**src/rtl/gs_pwm_pkg.sv**
```systemverilog
package gs_pwm_pkg;
    // Synchronized control word
    typedef struct packed {
        logic use_ext;
        logic restart;
        logic repeat_on;
    } gs_ctl_t;
endpackage

```
**src/rtl/gs_sync.sv**
```systemverilog
module gs_sync #(
    parameter int W = 1
) (
    input  logic         clk,
    input  logic         rst_n,
    input  logic [W-1:0] d,
    output logic [W-1:0] q
);
    typedef struct packed {
        logic [W-1:0] s1;
        logic [W-1:0] s2;
    } st_t;

    st_t st_d, st_q;

    always_comb begin
        st_d.s1 = d;
        st_d.s2 = st_q.s1;
    end

    always_ff @(posedge clk or negedge rst_n) begin
        if (!rst_n) st_q <= '0;
        else        st_q <= st_d;
    end

    assign q = st_q.s2;
endmodule

```
**src/rtl/gs_tick_gen.sv**
```systemverilog
module gs_tick_gen (
    input  logic clk,
    input  logic rst_n,
    input  logic use_ext,
    input  logic ext_lvl,
    output logic tick
);
    typedef struct packed {
        logic div;
        logic ext_prev;
    } st_t;

    st_t st_d, st_q;

    always_comb begin
        st_d.div      = ~st_q.div;
        st_d.ext_prev = ext_lvl;
        tick = use_ext ? (ext_lvl & ~st_q.ext_prev) : st_q.div;
    end

    always_ff @(posedge clk or negedge rst_n) begin
        if (!rst_n) st_q <= '0;
        else        st_q <= st_d;
    end
endmodule

```
**src/rtl/gs_channel.sv**
```systemverilog
module gs_channel #(
    parameter int GSW = 12
) (
    input  logic           clk,
    input  logic           rst_n,
    input  logic           step,
    input  logic           wrap,
    input  logic           clr,
    input  logic           go,
    input  logic [GSW-1:0] val,
    input  logic [GSW-1:0] cnt_nx,
    output logic           on
);
    typedef struct packed {
        logic on;
    } st_t;

    st_t st_d, st_q;

    always_comb begin
        st_d = st_q;
        if (clr)                       st_d.on = 1'b0;
        else if (wrap)                 st_d.on = go && (val != '0);
        else if (step && cnt_nx == val) st_d.on = 1'b0;
    end

    always_ff @(posedge clk or negedge rst_n) begin
        if (!rst_n) st_q <= '0;
        else        st_q <= st_d;
    end

    assign on = st_q.on;
endmodule

```
**src/rtl/gs_pwm_ctrl.sv**
```systemverilog
module gs_pwm_ctrl
    import gs_pwm_pkg::*;
#(
    parameter int NCH         = 4,
    parameter int GSW         = 12,
    parameter int PREBOOST_LEN = 16
) (
    input  logic               clk,
    input  logic               rst_n,
    input  logic               ext_gsclk,
    input  logic               latch_in,
    input  logic               ctl_ext_clk,
    input  logic               ctl_restart,
    input  logic               ctl_repeat,
    input  logic [NCH*GSW-1:0] gs_data,
    output logic [NCH-1:0]     pwm_out
);
    localparam logic [GSW-1:0] PRELOAD = GSW'((2 ** GSW) - PREBOOST_LEN);
    localparam int             SYNC_W  = 5;

    typedef struct packed {
        logic [GSW-1:0]     cnt;
        logic               arm;
        logic               lat_prev;
        logic [NCH*GSW-1:0] l1;
        logic [NCH*GSW-1:0] l2;
    } st_t;

    st_t             st_d, st_q;
    logic [SYNC_W-1:0] sync_q;
    gs_ctl_t         ctl_s;
    logic            lat_s, ext_s;
    logic            tick, lat_ev, dtr_ev, wrap, step, go;

    gs_sync #(.W(SYNC_W)) u_sync (
        .clk   (clk),
        .rst_n (rst_n),
        .d     ({ext_gsclk, latch_in, ctl_ext_clk, ctl_restart, ctl_repeat}),
        .q     (sync_q)
    );

    assign ext_s = sync_q[4];
    assign lat_s = sync_q[3];
    assign ctl_s = gs_ctl_t'(sync_q[2:0]);

    gs_tick_gen u_tick (
        .clk     (clk),
        .rst_n   (rst_n),
        .use_ext (ctl_s.use_ext),
        .ext_lvl (ext_s),
        .tick    (tick)
    );

    always_comb begin
        st_d          = st_q;
        st_d.lat_prev = lat_s;
        lat_ev        = lat_s & ~st_q.lat_prev;
        dtr_ev        = lat_ev & ctl_s.restart;
        step          = tick & ~dtr_ev;
        wrap          = step & (st_q.cnt == '1);
        go            = st_q.arm | ctl_s.repeat_on;

        if (dtr_ev) begin
            st_d.cnt = PRELOAD;
            st_d.l2  = gs_data;
        end else if (step) begin
            st_d.cnt = st_q.cnt + 1'b1;
            if (wrap) begin
                st_d.l2  = st_q.l1;
                st_d.arm = 1'b0;
            end
        end

        if (lat_ev) begin
            st_d.l1  = gs_data;
            st_d.arm = 1'b1;
        end
    end

    always_ff @(posedge clk or negedge rst_n) begin
        if (!rst_n) st_q <= '0;
        else        st_q <= st_d;
    end

    for (genvar c = 0; c < NCH; c++) begin : g_ch
        gs_channel #(.GSW(GSW)) u_ch (
            .clk    (clk),
            .rst_n  (rst_n),
            .step   (step),
            .wrap   (wrap),
            .clr    (dtr_ev),
            .go     (go),
            .val    (st_d.l2[c*GSW +: GSW]),
            .cnt_nx (st_d.cnt),
            .on     (pwm_out[c])
        );
    end
endmodule

```
**config.mk**
```make
export PLATFORM = sky130hd
export DESIGN_NAME = gs_pwm_ctrl
export DESIGN_NICKNAME = d
export VERILOG_FILES = /design/src/rtl/gs_pwm_pkg.sv /design/src/rtl/gs_sync.sv /design/src/rtl/gs_tick_gen.sv /design/src/rtl/gs_channel.sv /design/src/rtl/gs_pwm_ctrl.sv
export SDC_FILE = /design/constraint.sdc
export NUM_CORES = 1
export LEC_CHECK = 0
export BUFFER_PORTS_ARGS = -buffer_cell sky130_fd_sc_hd__buf_4
export CAP_MARGIN = 10
export CORE_ASPECT_RATIO = 0.8
export CORE_MARGIN = 10
export CORE_UTILIZATION = 60
export CTS_CLUSTER_DIAMETER = 200
export DETAILED_ROUTE_END_ITERATION = 7
export GPL_TIMING_DRIVEN = 0
export PLACE_DENSITY = 0.81
export SKIP_LAST_GASP = 1
export SYNTH_ARGS = -nofsm -noshare
export SYNTH_HDL_FRONTEND = slang
export SYNTH_SLANG_ARGS = --single-unit
```
**constraint.sdc**
```tcl
create_clock -name clk -period 3.9 [get_ports clk]
set_input_delay 0.78 -clock clk [delete_from_list [all_inputs] [get_ports clk]]
set_output_delay 0.78 -clock clk [all_outputs]
set_load 0.05 [all_outputs]
```
==> impl_metrics.toml <==
[detailed_routing]
wl_mm = 15.8
drt_iter0_markers = 499
drt_pass1_iterations = 6
avgRoutedWirePerCell_um = 23.7
ant_nets = 0
vias_per_cell = 6.67
num_vias = 4446
drc = 0

[worst_setup_path]
start_kind = "register"
endpoint_kind = "register"
crit_fanout = 10
path_cells = "nor2b_1, buf_2, and2_1, buf_2, a31oi_2, clkbuf_1, a221o_1, xnor2_1, nand2_1, nor4_1, o21ai_1"
crit_type = "register to register"
r2r.worst_path.cells = 11
crit_required_ns = 4.19
critPathMostFrequentCell = "buf_2"
crit_arrival_ns = 3.64
regToRegSetupSlack_ns = 0.54
slowest_stage = "clkbuf_1"
slowest_delay_ns = 0.55

[power]
ir_worst_vdd_uv = 383
power_density_mw_per_mm2 = 575
p_leak_nw = 3.18

[clock_network]
cts.sinks = 126
cts_inserted_buffers = 17
clock_latency_ns = 0.42
holdBufCountCts = 0
cts.path.max_buffers = 2
postCtsSetupBuffers = 0
cts_tree = "yes"
htree_levels = 4
root_buffer = "clkbuf_16"
ctsResizeCount = 0
clkTransAtPathRegs_ns = 0.05

[global_routing]
grt_max_degree = 80
antenna_found_initial = 0
grt_use_total = 0.239
grt_pass1_vias = 4718
grt_pass1_wl_mm = 25.5
grt_remaining_overflow = 0

[die]
die_width_um = 129
core_sq_mm = 0.00919
start_util = 0.624
die-height_um = 107
num_io_pins = 59
rows = 31
design.die.area_sq_mm = 0.0139

[logic_synthesis]
synth_cell_type_count = 41
synth_seq_cells = 126
syn_inst = 461
yosys_warnings = 0
synth_top_family_by_area = "simple AND/OR/NAND/NOR gates"
avgSynthCellArea_sq_um = 12.4
synthFlopType = "dfrtp_1"
syn_nets = 517
syn_area_sq_mm = 0.00574
synth.area.mux_share = 0.0996
post_synth_xor_area_fraction = 0.0778
yosysSeqAreaShare = 0.549
yosys.area_share.simple = 0.121
synth_edf_count = 0
synth_compound_area_frac = 0.115
synth-async-reset-ratio = 1.00
synth-adder-area-share = 0.00218

[timing]
worst_pin_slew_ns = 0.915
final_max_slew_viol_count = 0
max_freq_mhz = 298
hold_viol_final = 0
setup_viol = 0
rsz0062_at_grt = "false"
fin_crit_ns = 3.36
tns_ns = 0
slew_headroom = 0.390
finalClockSkew_ns = 0.00811
holdWs_ns = 0.291
finalCritPeriodShare = 0.861

[place]
gp_congestion = 0.932
port_buffers = 58
postPlaceCellArea_sq_mm = 0.00635
placed_cells = 635
dp_hpwl_mm = 10.4

[layout]
final_cells = 667
stdcell_area_sq_mm = 0.00699
syn2layout_area_growth_pct = 21.8
num_antenna_cells = 0
nFillCells = 588
fin_util = 0.761
fin_nets = 595
drive_gt1_frac = 0.303

[outcome]
status = "completed"

[job]
maxCapViolations = 0

[hold_path]
hp-class = "input pin to async pin"
worst max-delay path, delay by kind of cell (launching register included):
| kind | cells | cell delay, ns |
|---|---|---|
| AO/OA/AOI/OAI | 3 | 1.03 |
| buffers and inverters | 3 | 0.92 |
| AND/OR/NAND/NOR | 4 | 0.75 |
| flip-flops | 1 | 0.37 |
| XOR/XNOR | 1 | 0.15 |
worst paths after layout:
kind / startpoint / to
setup / recovery: u_sync.q[3]$_DFF_PN0_ / g_ch[0].u_ch.on$_DFFE_PN0P_
hold / removal: rst_n / u_tick.st_q[0]$_DFF_PN0_
setup reg to reg: u_sync.q[3]$_DFF_PN0_ / g_ch[0].u_ch.on$_DFFE_PN0P_
hold reg to reg: u_sync.st_d[4]$_DFF_PN0_ / u_sync.q[4]$_DFF_PN0_
max in group asynchronous: rst_n / st_q[106]$_DFF_PN0_
min in group clk: u_sync.st_d[4]$_DFF_PN0_ / u_sync.q[4]$_DFF_PN0_
power breakdown:
group | switching [W] | internal, W | total (W)
clock network | 0.000580 | 0.00113 | 0.00171
logic | 0.000388 | 0.000331 | 0.000719
registers | 0.0000921 | 0.00149 | 0.00158
layer usage:
layer  track usage  vias up  wire (um)
met5             0        -          0
met4        0.0997        0        439
met3        0.0640       61       1330
met2         0.386      251       7540
met1         0.298     2244       6480
li1              -     1890          -
cell usage in the layout (no fill, tap or decap), drive strengths merged, types with 2 or more instances in the layout:
master	netlist	routed
a211oi	2	2
a21o	2	2
a21oi	7	7
a221o	48	48
a31oi	3	3
and2	2	2
and3	50	50
and4	3	3
buf	19	78
bufinv	0	4
clkbuf	15	37
clkinv	0	4
clkinvlp	0	2
dfrtp	126	126
inv	5	5
mux2	49	49
mux2i	2	2
nand2	17	17
nand3	13	13
nand4	11	11
nor2	3	3
nor4	16	16
o21ai	8	8
xnor2	40	40
xor2	11	11
registers in the layout, indices dropped and copies added (netlist names):
| signal | cells |
|---|---|
| st_q | 110 |
| u_sync.q | 5 |
| u_sync.st_d | 5 |
| g_ch.u_ch.on | 4 |
| u_tick.st_q | 2 |
cells in the mapped netlist, types with 2 or more instances:
cell type | count | share of area
a21o_1 | 2 | 0.0026
mux2i_1 | 2 | 0.0035
and3_1 | 49 | 0.053
and4_4 | 2 | 0.0039
a21oi_1 | 4 | 0.0035
mux2_2 | 49 | 0.096
nor4_1 | 16 | 0.017
inv_1 | 5 | 0.0033
nand3_1 | 13 | 0.011
nand2_1 | 17 | 0.011
o21ai_1 | 6 | 0.0052
buf_2 | 10 | 0.0087
dfrtp_1 | 126 | 0.55
a21oi_2 | 3 | 0.0046
clkbuf_1 | 15 | 0.0098
xnor2_1 | 40 | 0.061
nand4_1 | 11 | 0.012
buf_4 | 6 | 0.0078
a31oi_1 | 2 | 0.0022
and2_1 | 2 | 0.0022
a221o_1 | 48 | 0.084
xor2_1 | 11 | 0.017
nor2_1 | 3 | 0.0020
buf_6 | 2 | 0.0039
layout make-up:
cell class / count / area, sq um / area share
Sequential cell: 126 / 3150 / 0.451
Multi-Input combinational cell: 296 / 2390 / 0.342
Clock buffer: 22 / 484 / 0.0692
Timing Repair Buffer: 59 / 467 / 0.0667
Buffer: 34 / 178 / 0.0254
Clock inverter: 10 / 159 / 0.0227
Tap cell: 115 / 144 / 0.0206
Inverter: 5 / 18.8 / 0.00268
through the flow:
step | setup WS, ns | total power [W]
after floorplan | 1.58 | 0.00206
after global placement | 0.928 | 0.00226
after detailed placement | 0.864 | 0.00229
after CTS | 0.655 | 0.00401
after global routing | 0.516 | 0.00415
final | 0.541 | 0.00402
logic make-up after synthesis:
group                    after synthesis
flip-flops                           126
AND/OR/NAND/NOR                      119
AO/OA/AOI/OAI                         74
XOR/XNOR                              51
multiplexers                          51
buffers and inverters                 39
adder cells (fa/ha/maj)                1
Note: power is estimated with default switching activity, not from simulation.
